`src/rtl/adma_chan_regs.sv`:
```
module adma_chan_regs #(
  parameter int IDX_W = 5,
  parameter int CNT_W = 16
) (
  input  logic             clk,
  input  logic             rst_n,
  input  logic             bus_en,
  input  logic             bus_we,
  input  logic [1:0]       bus_size,
  input  logic [3:0]       bus_off,
  input  logic [31:0]      bus_wdata,
  output logic [31:0]      bus_rdata,
  input  logic             ev_step,
  input  logic             ev_ioc,
  input  logic             ev_lvb,
  input  logic             ev_fifoe,
  input  logic             ev_cnt_ld,
  input  logic [CNT_W-1:0] ev_cnt,
  output logic [31:0]      dma_base,
  output logic [IDX_W-1:0] dma_cur,
  output logic [IDX_W-1:0] dma_last,
  output logic             dma_run,
  output logic             dma_start,
  output logic             dma_stop,
  output logic             irq
);
  localparam int SW = 5;
  localparam logic [1:0] SZ_B = 2'd0, SZ_W = 2'd1, SZ_D = 2'd2;
  localparam logic [SW-1:0] IE_KEEP = 5'b11100;

  logic [31:2]      base_q, base_n;
  logic [IDX_W-1:0] civ_q, civ_n, lvi_q, lvi_n, piv_q, piv_n;
  logic [SW-1:0]    sr_q, sr_n, cr_q, cr_n;
  logic [CNT_W-1:0] cnt_q, cnt_n;
  logic             irq_q, start_q, stop_q;

  wire wr      = bus_en & bus_we;
  wire wr_base = wr & (bus_size == SZ_D) & (bus_off == 4'd0);
  wire wr_lvi  = wr & (bus_size == SZ_B) & (bus_off == 4'd5);
  wire wr_sts  = wr & ((bus_size == SZ_B) | (bus_size == SZ_W)) & (bus_off == 4'd6);
  wire wr_ctl  = wr & (bus_size == SZ_B) & (bus_off == 4'd11);
  wire cmd_rst = wr_ctl & bus_wdata[1];
  wire run_set = wr_ctl & ~bus_wdata[1] & bus_wdata[0] & ~cr_q[0];
  wire run_clr = wr_ctl & (bus_wdata[1] | ~bus_wdata[0]);
  wire restart = wr_lvi & cr_q[0] & sr_q[0];

  wire [SW-1:0] sr_clr = (wr_sts ? {bus_wdata[4:2], 2'b00} : '0) |
                         (restart ? 5'b00011 : '0);
  wire [SW-1:0] sr_set = {ev_fifoe, ev_ioc, ev_lvb, ev_lvb, ev_lvb};

  always_comb begin
    base_n = base_q;
    civ_n  = civ_q;
    lvi_n  = lvi_q;
    cnt_n  = cnt_q;
    cr_n   = cr_q;
    sr_n   = (sr_q & ~sr_clr) | sr_set;
    piv_n  = piv_q + IDX_W'(run_set | restart) + IDX_W'(ev_step);
    if (wr_base)   base_n = bus_wdata[31:2];
    if (wr_lvi)    lvi_n  = bus_wdata[IDX_W-1:0];
    if (wr_ctl)    cr_n   = bus_wdata[SW-1:0];
    if (ev_cnt_ld) cnt_n  = ev_cnt;
    if (ev_step)   civ_n  = piv_q;
    if (cmd_rst) begin
      base_n = '0;
      civ_n  = '0;
      lvi_n  = '0;
      piv_n  = '0;
      cnt_n  = '0;
      sr_n   = 5'b00001;
      cr_n   = cr_q & IE_KEEP;
    end
  end

  always_ff @(posedge clk) begin
    if (!rst_n) begin
      base_q  <= '0;
      civ_q   <= '0;
      lvi_q   <= '0;
      piv_q   <= '0;
      cnt_q   <= '0;
      sr_q    <= 5'b00001;
      cr_q    <= '0;
      irq_q   <= 1'b0;
      start_q <= 1'b0;
      stop_q  <= 1'b0;
    end else begin
      base_q  <= base_n;
      civ_q   <= civ_n;
      lvi_q   <= lvi_n;
      piv_q   <= piv_n;
      cnt_q   <= cnt_n;
      sr_q    <= sr_n;
      cr_q    <= cr_n;
      irq_q   <= (sr_n[2] & cr_n[2]) | (sr_n[3] & cr_n[3]);
      start_q <= run_set;
      stop_q  <= run_clr;
    end
  end

  always_comb begin
    bus_rdata = '0;
    if (bus_en && !bus_we) begin
      case (bus_size)
        SZ_D: case (bus_off)
          4'd0:    bus_rdata = {base_q, 2'b00};
          4'd4:    bus_rdata = {11'b0, sr_q, 8'(lvi_q), 8'(civ_q)};
          4'd8:    bus_rdata = {3'b0, cr_q, 8'(piv_q), 16'(cnt_q)};
          default: bus_rdata = '0;
        endcase
        SZ_W: case (bus_off)
          4'd6:    bus_rdata = {16'b0, 11'b0, sr_q};
          4'd8:    bus_rdata = {16'b0, 16'(cnt_q)};
          default: bus_rdata = '0;
        endcase
        SZ_B: case (bus_off)
          4'd4:    bus_rdata = {24'b0, 8'(civ_q)};
          4'd5:    bus_rdata = {24'b0, 8'(lvi_q)};
          4'd6:    bus_rdata = {27'b0, sr_q};
          4'd10:   bus_rdata = {24'b0, 8'(piv_q)};
          4'd11:   bus_rdata = {27'b0, cr_q};
          default: bus_rdata = '0;
        endcase
        default: bus_rdata = '0;
      endcase
    end
  end

  assign dma_base  = {base_q, 2'b00};
  assign dma_cur   = civ_q;
  assign dma_last  = lvi_q;
  assign dma_run   = cr_q[0];
  assign dma_start = start_q;
  assign dma_stop  = stop_q;
  assign irq       = irq_q;
endmodule

```
`config.mk`:
```
export PLATFORM = sky130hd
export DESIGN_NAME = adma_chan_regs
export DESIGN_NICKNAME = d
export VERILOG_FILES = /design/src/rtl/adma_chan_regs.sv
export SDC_FILE = /design/constraint.sdc
export NUM_CORES = 1
export LEC_CHECK = 0
export BUFFER_PORTS_ARGS = -buffer_cell sky130_fd_sc_hd__buf_2
export CAP_MARGIN = 10
export CORE_AREA = 2 2 100 102
export CTS_CLUSTER_DIAMETER = 120
export DETAILED_ROUTE_END_ITERATION = 7
export DIE_AREA = 0 0 102 104
export GPL_TIMING_DRIVEN = 0
export PLACE_DENSITY = 0.72
export SETUP_SLACK_MARGIN = 0.3
export SYNTH_ARGS = -nofsm -noshare
export SYNTH_HDL_FRONTEND = slang
export SYNTH_SLANG_ARGS = --single-unit
```
`constraint.sdc`:
```
create_clock -name clk -period 2.5 [get_ports clk]
set_input_delay 0.25 -clock clk [delete_from_list [all_inputs] [get_ports clk]]
set_output_delay 0.25 -clock clk [all_outputs]
set_load 0.01 [all_outputs]
```
Yosys cells after proc, flatten, opt, wreduce, memory -nomap -nowiden
Index checks and enable logic that the tools add are counted.

Flip-flop bits (word level): 74. Latch bits: 0. Bits in writable memories: 0. Bits in read-only memories: 0. Bits of input ports: 63. Output and inout bits: 78. Logic and storage cells: 69. Memories kept: 0.

Add/subtract/negate cells: 2. Multiply operators: 0. Div/mod/pow operators: 0. $lt $le $gt $ge: 0. Equal/unequal tests: 8. Shift-type cells: 0. Multiplexer cells: 10. Bitwise operators: 30. Reductions and logical operators: 6.

Operators with widths (count): case mux 32 bit (3 select lines) (2); two-way mux 32 bit (1); case mux 16 bit (2 select lines) (1); case mux 5 bit (5 select lines) (1); AND 1 bit (17); == test 4 x 3 -> 1 bit (second input constant) (3); == test 4 bit (second input constant) (3); two-way mux 4 bit (3); adder 5 x 1 -> 5 bit (2); AND 5 bit (1); two-way mux 5 bit (1); inverter 1 bit (5); inverter 5 bit (1); OR 5 x 2 -> 5 bit (1); OR 5 bit (1); logical NOT 4 bit (1); OR 1 bit (4); == test 2 x 1 -> 1 bit (second input constant) (1); == test 2 bit (second input constant) (1); logical NOT 2 bit (1); two-way mux 2 bit (1); AND reduction 2 bit (1); OR reduction 2 bit (1); logical AND 1 bit (1); logical NOT 1 bit (1).

Depth between registers and ports, before layout
Gate-level depths: netlist of run 1.

Word-level depth: 13. Mapped depth: 10. Depth with buffers taken out: 9.

Least setup slack after synthesis of run 1
Ideal clock, no wire load.

Kind: in2reg. Start point: input port bus_off[0]. End point: register piv_q[4]. Library setup time: 0.114 ns. Arrival time: 2.118 ns. Data required time: 2.386 ns. Slack: 0.268 ns. Stages on the path: 9. Path buffers: 1. Path through: buf_2 > or3b_4 > or3_4 > o31ai_1 > fa_1 > ha_1 > nand3_1 > xor2_1 > nor2_1.

Longest elaborated chain between the ends: 8. Elaborated cells on any way between the ends: 14. Those cells by class: 2 x add/sub; 2 x eq/ne; 9 x bitwise; 1 x reduce/logical.

RTL lines: start: declaration (line 10) `input logic [3:0] bus_off,`; == test 4 bit (line 41) `wire wr_ctl = wr & (bus_size == SZ_B) & (bus_off == 4'd11);`; AND 1 bit (line 41); AND 1 bit (3 in a row) (line 43) `wire run_set = wr_ctl & ~bus_wdata[1] & bus_wdata[0] & ~cr_q[0];`; OR 1 bit (line 58) `piv_n = piv_q + IDX_W'(run_set | restart) + IDX_W'(ev_step);`; adder 5 x 1 -> 5 bit (2 in a row) (line 58); end signal: assignment (line 91) `piv_q <= piv_n;`; end: declaration (line 32) `logic [IDX_W-1:0] civ_q, civ_n, lvi_q, lvi_n, piv_q, piv_n;`.

Parallel ways exist; a longest one is shown, timed or not. A chain may end at the register's enable or synchronous reset.

Final worst setup path of run 1
Start point: input port bus_off[1]. End point: output port bus_rdata[8].

Longest elaborated chain between the ends: 4. Elaborated cells on any way between the ends: 8. Those cells by class: 3 x eq/ne; 4 x mux; 1 x reduce/logical.

RTL lines: == test 4 bit (tied with other cells) (line 105, 111); case mux 32 bit (3 select lines) / case mux 16 bit (2 select lines) (equally long branches) (line 105, 111); case mux 32 bit (3 select lines) * (line 104) `case (bus_size)`; two-way mux 32 bit * (line 103) `if (bus_en && !bus_we) begin`; end: declaration (line 12) `output logic [31:0] bus_rdata,`.

Mark *: on every way between the ends. The rest lies on a longest branch, timed or not.

==> flow_metrics.env, run 1 <==
export IMPL_setup_worst_path_class="in2out"
export IMPL_cp_required_ns=2.25
export IMPL_cp_max_fo=10
export IMPL_final_min_clock_period_ns=2.11
export IMPL_antenna_found_initial=1
export IMPL_drtAntennaViolNets=0
export IMPL_track_usage_pct=23.9
export IMPL_cts_tree="done"
export IMPL_die_w_um=102
export IMPL_max_cap_violations=0
export IMPL_start_kind="primary input"
export IMPL_slew_headroom_pct=52.4
export IMPL_nets=674
export IMPL_ios=141
export IMPL_ir_drop_mv=0.258
export IMPL_max_freq_mhz=473
export IMPL_rsz0062_at_grt="no"
export IMPL_ys_seq_elements=74
export IMPL_cp_top_family="simple AND/OR/NAND/NOR gates"
export IMPL_grt_max_degree=14
export IMPL_synth_cell_types=51
export IMPL_setup_ws_ns=0.388
export IMPL_rows=36
export IMPL_area_growth_pct=32.4
export IMPL_synth_top_cells_by_area="dfxtp_1 40%, mux2i_1 12%, nand2_1 9.1%"
export IMPL_leakagePower_nw=2.16
export IMPL_multiInputGateArea_um2=2090
export IMPL_syn_area_um2=3700
export IMPL_placed_cells=726
export IMPL_maxSlewViolCount=0
export IMPL_place_area_um2=4560
export IMPL_setup_viol=0
export IMPL_fp_coreArea_um2=9550
export IMPL_cp_slowest_cell="or4b_4"
export IMPL_outcome="completed"
export IMPL_synth_ff_type="dfxtp_1"
export IMPL_end_kind="output port"
export IMPL_synth_edf_count=0
export IMPL_pre_cts_ws_ns=-0.159
export IMPL_htree_levels=3
export IMPL_instances_no_fill=747
export IMPL_holdBufCountCts=0
export IMPL_cts_sinks=74
export IMPL_cp_buffers_inverters=4
export IMPL_wl_per_cell_um=17.2
export IMPL_final_hold_violation_count=0
export IMPL_clk_latency_ns=0.36
export IMPL_die_h_um=104
export IMPL_mostFrequentLayoutCells="144 x buf_2, 90 x nand2_1, 74 x dfxtp_1"
export IMPL_crit_path_max_incr_delay_ns=0.54
export IMPL_drive_gt1_share_pct=30.9
export IMPL_hold_path_class="in2reg"
export IMPL_tns_ns=0
export IMPL_avgSynthCellArea_um2=8.10
export IMPL_drc=0
export IMPL_max_slew_worst_pin_slew_ns=0.714
export IMPL_num_fill_cells=979
export IMPL_cts_clk_slew_worst_paths_ns=0.09
export IMPL_wirelength_mm=12.8
export IMPL_yosysSeqAreaShare_pct=40.0
export IMPL_fin_skew_ns=0.00470
export IMPL_grt_pass1_vias=3762
export IMPL_vias=4009
export IMPL_grt_ovfl_total=0
export IMPL_fin_crit_sh_pct=84.5
export IMPL_clock_root_buffer="clkbuf_8"
export IMPL_crit_chain="buf_2, buf_6, or4b_4, nor3_4, buf_6, nand2_1, a21oi_1, buf_2"
export IMPL_synth_top_area_cell="dfxtp_1"
export IMPL_yosys_warnings=0
export IMPL_dr_pass1_iters=5
export IMPL_seq_area_um2=1480
export IMPL_fin_util_pct=51.3
export IMPL_grt_pass1_wl_mm=19.9
export IMPL_diodes=0
export IMPL_initial_core_util_pct=38.8
export IMPL_stdcell_area_um2=4900
export IMPL_avgViaCountPerCell=5.37
export IMPL_numCtsBuffers=9
export IMPL_cp_data_arrival_time_ns=1.86
export IMPL_design_die_area_um2=10600
export IMPL_portBuffers=135
export IMPL_drt_iter0_drc=380
export IMPL_dp_hpwl_mm=9.73
export IMPL_clk_path_buf_depth=2
export IMPL_synth_top_cell_area_share_pct=40.0
export IMPL_powerDensity_nw_per_um2=541
export IMPL_routabilityCongestion=0.963
export IMPL_syn_inst=457
export IMPL_mostFrequentLayoutCell="buf_2"
export IMPL_synthArstFlopShare_pct=0
## sequential cells by signal, summed over array words and instances, names as in the netlist
signal and flops:
dma_start 1, dma_stop 1, irq 1, dma_cur 5, cnt_q 16, cr_q 5
dma_last 5, piv_q 5, sr_q 5, base_q 30
## repair_timing
| action | CTS | global route |
|---|---|---|
| gates cloned | 0 | 1 |
| endpoints found under the setup margin | 27 | 23 |
| resized for setup | 10 | 13 |
| setup buffers | 1 | 3 |
| pin swaps | 1 | 3 |
## power breakdown
part           switching, mW  total (mW)  leakage, nW  internal, mW
Combinational          0.157       0.273         1.44         0.116
Sequential            0.0268        1.23        0.601          1.20
Clock                  0.483        1.15        0.113         0.667
## per-layer routing
metal	routed length, um	up-vias	track usage, %
met5	13	-	0
met4	298	2	8.67
met3	1170	33	6.05
met2	5810	224	36.4
met1	5530	1865	32.7
li1	-	1885	-
## logic make-up (layout without fill, tap and decap cells)
family / count (synthesis) / in the layout / share of synthesized area, %
AOI/OAI and AO/OA: 105 / 105 / 18.2
xor gates and xnor gates: 4 / 4 / 0.946
adders and majority gates: 2 / 2 / 0.878
buffers and inverters: 40 / 196 / 5.07
DFF: 74 / 74 / 40.0
muxes: 46 / 46 / 12.4
other: 1 / 2 / 0.101
and+or+nand+nor: 185 / 185 / 22.4
## cell usage after synthesis (all sizes together), types with 5 or more instances
cell	n
a21oi	55
a22oi	11
a2bb2oi	5
a32oi	5
and3	8
buf	16
clkbuf	18
dfxtp	74
inv	6
mux2i	46
nand2	90
nor2	57
nor2b	6
o22ai	7
o2bb2ai	8
## path summary, 6_finish.rpt
check,from,slack [ns],to,cells after the start
max reg2reg,cr_q[0]$_SDFFE_PP0N_,0.69,piv_q[4]$_SDFF_PP0_,7
max,bus_off[1],0.39,bus_rdata[8],8
min reg2reg,base_q[8]$_SDFFE_PP0P_,0.48,base_q[8]$_SDFFE_PP0P_,2
min,bus_wdata[0],0.12,dma_stop$_SDFF_PN0_,2
## cell type report
type / instances / area share [%]
Multi-Input combinational cell: 344 / 42.7
Sequential cell: 74 / 30.2
Timing Repair Buffer: 140 / 14.6
Buffer: 34 / 3.78
Tap cell: 133 / 3.39
Clock buffer: 10 / 2.60
Clock inverter: 6 / 2.32
Inverter: 6 / 0.459
## metrics by stage
step,total power [mW],hold WS [ns]
after global placement,1.51,0.456
after floorplan,1.40,0.339
final,2.65,0.121
after global routing,2.74,0.116
after CTS,2.66,0.106
after detailed placement,1.51,0.464
(Power assumes the default switching activity.)
==> inputs of run 2 (changes only) <==
- PLACE_DENSITY: 0.72 -> 0.74
- clock period: 2.5 -> 1.8 ns (I/O delays scaled with it)
==> flow_metrics.env, run 2 (synthesis gave the netlist of run 1 again) <==
export IMPL_grt_pass1_vias=3913
export IMPL_max_slew_worst_pin_slew_ns=0.819
export IMPL_drive_gt1_share_pct=47.8
export IMPL_worstReg2RegStart="cr_q[0]$_SDFFE_PP0N_"
export IMPL_portBuffers=135
export IMPL_avgViaCountPerCell=5.22
export IMPL_htree_levels=3
export IMPL_numCtsBuffers=9
export IMPL_end_kind="output port"
export IMPL_wirelength_mm=13.4
export IMPL_intPower_mw=2.91
export IMPL_mostFrequentLayoutCell="buf_2"
export IMPL_final_hold_violation_count=0
export IMPL_routabilityCongestion=0.916
export IMPL_grt_max_degree=13
export IMPL_rsz0062_at_grt="yes"
export IMPL_ir_drop_mv=0.447
export IMPL_hold_path_class="in2reg"
export IMPL_tns_ns=-2.47
export IMPL_setup_ws_ns=-0.121
export IMPL_track_usage_pct=24.6
export IMPL_placed_cells=726
export IMPL_vias=4024
export IMPL_num_fill_cells=856
export IMPL_combPwrFrac_pct=13.1
export IMPL_multiInputGateArea_um2=2510
export IMPL_start_kind="primary input"
export IMPL_final_min_clock_period_ns=1.92
export IMPL_cp_required_ns=1.62
export IMPL_r2r_cells=8
export IMPL_drt_iter0_drc=217
export IMPL_reg_top3="base_q: 30 flops, cnt_q: 16 flops"
export IMPL_outcome="finished, violations left"
export IMPL_setup_worst_path_class="in2out"
export IMPL_die_h_um=104
export IMPL_nets=698
export IMPL_cts_sinks=74
export IMPL_setup_viol=28
export IMPL_hold_ws_ns=0.0563
export IMPL_stdcell_area_um2=5770
export IMPL_timing_rr_end="piv_q[4]$_SDFF_PP0_"
export IMPL_rows=36
export IMPL_cp_max_fo=5
export IMPL_reg2reg_slack_ns=0.15
export IMPL_design_die_area_um2=10600
export IMPL_max_freq_mhz=521
export IMPL_diodes=0
export IMPL_switchingPower_uw=938
export IMPL_fp_coreArea_um2=9550
export IMPL_area_growth_pct=55.8
export IMPL_cts_clk_slew_worst_paths_ns=0.08
export IMPL_worstSetupStartpoint="bus_off[1]"
export IMPL_regMostFlops="base_q"
export IMPL_clock_power_share_pct=42.5
export IMPL_leakagePower_nw=2.46
export IMPL_endpoint="bus_rdata[9]"
export IMPL_drtAntennaViolNets=0
export IMPL_instances_no_fill=771
export IMPL_fin_crit_sh_pct=107
export IMPL_seq_area_um2=1480
export IMPL_switching_share_pct=24.3
export IMPL_grt_pass1_wl_mm=20.4
export IMPL_cp_data_arrival_time_ns=1.74
export IMPL_clk_path_buf_depth=2
export IMPL_cts_tree="done"
export IMPL_max_cap_violations=0
export IMPL_clk_latency_ns=0.36
export IMPL_die_w_um=102
export IMPL_maxSlewViolCount=0
export IMPL_dr_pass1_iters=4
export IMPL_ios=141
export IMPL_place_area_um2=4860
export IMPL_dp_hpwl_mm=9.51
export IMPL_clock_root_buffer="clkbuf_8"
export IMPL_largest_reg_flops=30
export IMPL_slew_headroom_pct=44.9
export IMPL_antenna_found_initial=0
export IMPL_fin_skew_ns=0.00643
export IMPL_p_seq_share_pct=44.4
export IMPL_initial_core_util_pct=38.8
export IMPL_drc=0
export IMPL_wl_per_cell_um=17.4
export IMPL_grt_ovfl_total=0
export IMPL_powerDensity_nw_per_um2=668
export IMPL_mostFrequentLayoutCells="132 x buf_2, 83 x nand2_1, 74 x dfxtp_1"
export IMPL_violations="setup timing"
-- run 2: cell count changes in the layout (fill, tap and decap cells not counted), moves of 7 or more --
cell | before | now
a21oi_1 | 54 | 11
a21oi_2 | 0 | 43
buf_2 | 144 | 132
buf_4 | 6 | 20
buf_6 | 5 | 20
clkbuf_1 | 14 | 7
nand2_1 | 90 | 83
nor2_1 | 56 | 49
-- run 2: how the worst min path moves through the flow --
| stage | slack [ns] | to | cells after the start | start |
|---|---|---|---|---|
| 2_1_floorplan | 0.27 | dma_stop$_SDFF_PN0_ | 1 | bus_wdata[0] |
| 3_3_place_gp | 0.42 | sr_q[0]$_SDFF_PP1_ | 2 | ev_lvb |
| 3_5_place_dp | 0.43 | base_q[26]$_SDFFE_PP0P_ | 3 | bus_wdata[26] |
| 4_1_cts | 0.05 | base_q[26]$_SDFFE_PP0P_ | 3 | bus_wdata[26] |
| 5_1_grt | 0.06 | sr_q[0]$_SDFF_PP1_ | 2 | ev_lvb |
| 6_report | 0.06 | base_q[26]$_SDFFE_PP0P_ | 3 | bus_wdata[26] |
-- run 2: repair_timing --
action,4_1_cts,5_1_grt
endpoints found under the setup margin,100,77
hold endpoints to repair,0,0
setup buffers,14,12
pin swaps,37,17
resized for setup,56,56
gates cloned,1,2
hold buffers,0,0
-- run 2: per-layer routing --
layer	GRT usage, %	wire (um)	up-vias
met5	0	0	-
met4	8.38	336	0
met3	6.52	963	28
met2	39.9	6400	169
met1	31.5	5690	1877
li1	-	-	1950
-- run 2: cell type report --
cell class	instances	area share [%]
plain buffers	34	5.29
clock buffers	12	2.69
clock inverters	4	1.69
inverters	6	0.390
multi-input cells	344	43.5
flip-flops and latches	74	25.7
well taps	133	2.88
repair buffers	164	17.8
-- run 2: per-stage QoR --
stage	utilization, %	setup WS [ns]	power (mW)
after floorplan	-	-0.236	1.98
after global placement	50.9	-0.576	2.13
after detailed placement	50.9	-0.559	2.14
after CTS	57.3	-0.119	3.79
after global routing	60.4	-0.157	3.98
final	60.4	-0.121	3.85
-- run 2: worst max-delay path, cell delays in order --
cell     delay, ns
buf_8         0.10
buf_6         0.10
or4b_4        0.51
nor3_4        0.30
buf_6         0.20
nand2_2       0.06
a21oi_2       0.13
buf_2         0.15
-- run 2: power by group through the flow --
stage / clock network [mW] / logic (mW) / registers, mW
6_report: 1.64 / 0.505 / 1.71
5_1_grt: 1.72 / 0.542 / 1.72
4_1_cts: 1.64 / 0.439 / 1.71
3_5_place_dp: 0 / 0.389 / 1.75
3_3_place_gp: 0 / 0.381 / 1.75
2_1_floorplan: 0 / 0.248 / 1.74
==> inputs of run 3 (changes only) <==
- CORE_AREA: 2 2 100 102 -> 2 2 140 74
- DIE_AREA: 0 0 102 104 -> 0 0 142 76
==> flow_metrics.env, run 3 (synthesis gave the netlist of run 1 again) <==
export IMPL_outcome="finished, violations left"
export IMPL_violations="setup timing"
export IMPL_final_hold_violation_count=0
export IMPL_mostFrequentLayoutCells="134 x buf_2, 85 x nand2_1, 73 x dfxtp_1"
export IMPL_die_h_um=76
export IMPL_area_growth_pct=67.5
export IMPL_antenna_found_initial=0
export IMPL_crit_top_cell="buf_8"
export IMPL_routabilityCongestion=1.00
export IMPL_holdBufCountCts=0
export IMPL_max_slew_worst_pin_slew_ns=0.773
export IMPL_track_usage_pct=27.6
export IMPL_design_die_area_um2=10800
export IMPL_clk_latency_ns=0.34
export IMPL_avgViaCountPerCell=5.62
export IMPL_dp_hpwl_mm=10.9
export IMPL_maxSlewViolCount=0
export IMPL_cts_tree="done"
export IMPL_regMostFlops="base_q"
export IMPL_cts_clk_slew_worst_paths_ns=0.06
export IMPL_wl_per_cell_um=20.4
export IMPL_htree_levels=3
export IMPL_reg2reg_slack_ns=0.14
export IMPL_grt_ovfl_total=0
export IMPL_vias=4358
export IMPL_drc=0
export IMPL_initial_core_util_pct=38.1
export IMPL_nets=710
export IMPL_clock_root_buffer="clkbuf_16"
export IMPL_reg_top3="base_q: 30 flops, cnt_q: 16 flops"
export IMPL_wl_met2_mm=6.48
export IMPL_numCtsBuffers=9
export IMPL_powerDensity_nw_per_um2=672
export IMPL_portBuffers=135
export IMPL_clk_path_buf_depth=2
export IMPL_cp_top_family="simple AND/OR/NAND/NOR gates"
export IMPL_rsz0062_at_grt="yes"
export IMPL_hold_path_class="in2reg"
export IMPL_fin_skew_ns=0.00394
export IMPL_instances_no_fill=776
export IMPL_cp_buffers_inverters=5
export IMPL_fin_util_pct=63.8
export IMPL_crit_chain="buf_8, buf_6, or4b_4, nor3_4, buf_12, buf_8, nand2_2, a21oi_2, buf_2"
export IMPL_cp_required_ns=1.62
export IMPL_diodes=0
export IMPL_final_min_clock_period_ns=1.99
export IMPL_drtAntennaViolNets=0
export IMPL_cp_slowest_cell="or4b_4"
export IMPL_drive_gt1_share_pct=51.2
export IMPL_cp_data_arrival_time_ns=1.81
export IMPL_ios=141
export IMPL_slew_headroom_pct=48.5
export IMPL_leakagePower_nw=2.56
export IMPL_grt_max_degree=14
export IMPL_drt_iter0_drc=361
export IMPL_wirelength_mm=15.8
export IMPL_cp_max_fo=5
export IMPL_mostFrequentLayoutCell="buf_2"
export IMPL_m1WireLength_mm=7.02
export IMPL_dr_pass1_iters=5
export IMPL_setup_ws_ns=-0.192
export IMPL_die_w_um=142
export IMPL_fp_coreArea_um2=9730
export IMPL_maxUsedRoutingLayer="met4"
export IMPL_grt_pass1_vias=3967
export IMPL_end_kind="output port"
export IMPL_placed_cells=719
export IMPL_rows=26
export IMPL_crit_path_max_incr_delay_ns=0.53
export IMPL_largest_reg_flops=30
export IMPL_num_fill_cells=781
export IMPL_cts_sinks=74
export IMPL_setup_worst_path_class="in2out"
export IMPL_wl_met3_mm=2.09
export IMPL_max_cap_violations=0
export IMPL_setup_viol=22
export IMPL_max_freq_mhz=502
export IMPL_grt_pass1_wl_mm=22.6
export IMPL_fin_crit_sh_pct=111
export IMPL_start_kind="primary input"
export IMPL_hold_ws_ns=0.0729
export IMPL_ir_drop_mv=0.496
## run 3: cell types whose count changed in the layout (fill, tap and decap cells not counted), sizes merged
| cell | change |
|---|---|
| bufinv | -2 |
| clkinvlp | +1 |
| buf | +12 |
| clkinv | +3 |
| clkbuf | -2 |
## run 3: what timing repair did
action | in CTS | in global routing
setup endpoints to repair | 100 | 100
gates cloned | 7 | 0
setup buffers | 19 | 15
hold endpoints to repair | 0 | 0
gates resized for setup | 47 | 104
pin swaps | 18 | 28
## run 3: metrics by stage
| step | area (um^2) | power (mW) | setup TNS [ns] | setup slack (ns) |
|---|---|---|---|---|
| final | 6200 | 4.17 | -2.04 | -0.192 |
| after global routing | 6200 | 4.27 | -3.15 | -0.232 |
| after CTS | 5680 | 4.02 | -1.67 | -0.115 |
| after detailed placement | 4850 | 2.14 | -28.51 | -0.590 |
| after global placement | 4850 | 2.13 | -26.22 | -0.556 |
| after floorplan | 4020 | 1.98 | -1.18 | -0.236 |
## run 3: final timing paths
kind                                                 to  depth (start not counted)                    start
worst max register to register      piv_q[4]$_SDFF_PP0_                          8     cr_q[0]$_SDFFE_PP0N_
worst min-delay path            base_q[28]$_SDFFE_PP0P_                          3            bus_wdata[28]
worst min register to register  base_q[21]$_SDFFE_PP0P_                          2  base_q[21]$_SDFFE_PP0P_
worst max-delay path                       bus_rdata[9]                          9               bus_off[1]
## run 3: layout make-up
class                           count  area [um^2]  share of cell area [%]
Sequential cell                    74         1480                    23.9
Inverter                            6         22.5                   0.363
Clock inverter                      6         67.6                    1.09
Timing Repair Buffer              176         1320                    21.2
Multi-Input combinational cell    344         2620                    42.1
Clock buffer                       10          229                    3.69
Tap cell                          126          158                    2.54
Buffer                             34          313                    5.04
## run 3: worst register-to-register path, cell delays in order, from the launching register on
cell     delay, ns
dfxtp_1       0.30
buf_2         0.19
nand3_2       0.11
o31ai_4       0.08
fa_2          0.38
ha_4          0.18
nand3_2       0.07
xor2_1        0.17
nor2_1        0.06
## run 3: report_power, final
part,leakage (nW),switching (mW),internal [mW]
Clock,0.139,0.736,1.08
Sequential,0.602,0.0437,1.68
Combinational,1.82,0.318,0.323
Total,2.56,1.10,3.07
## run 3: per-layer routing
metal | up-vias | global-route usage (%)
met5 | - | 0
li1 | 1972 | -
met4 | 0 | 5.50
met3 | 27 | 11.4
met2 | 274 | 37.3
met1 | 2085 | 40.9
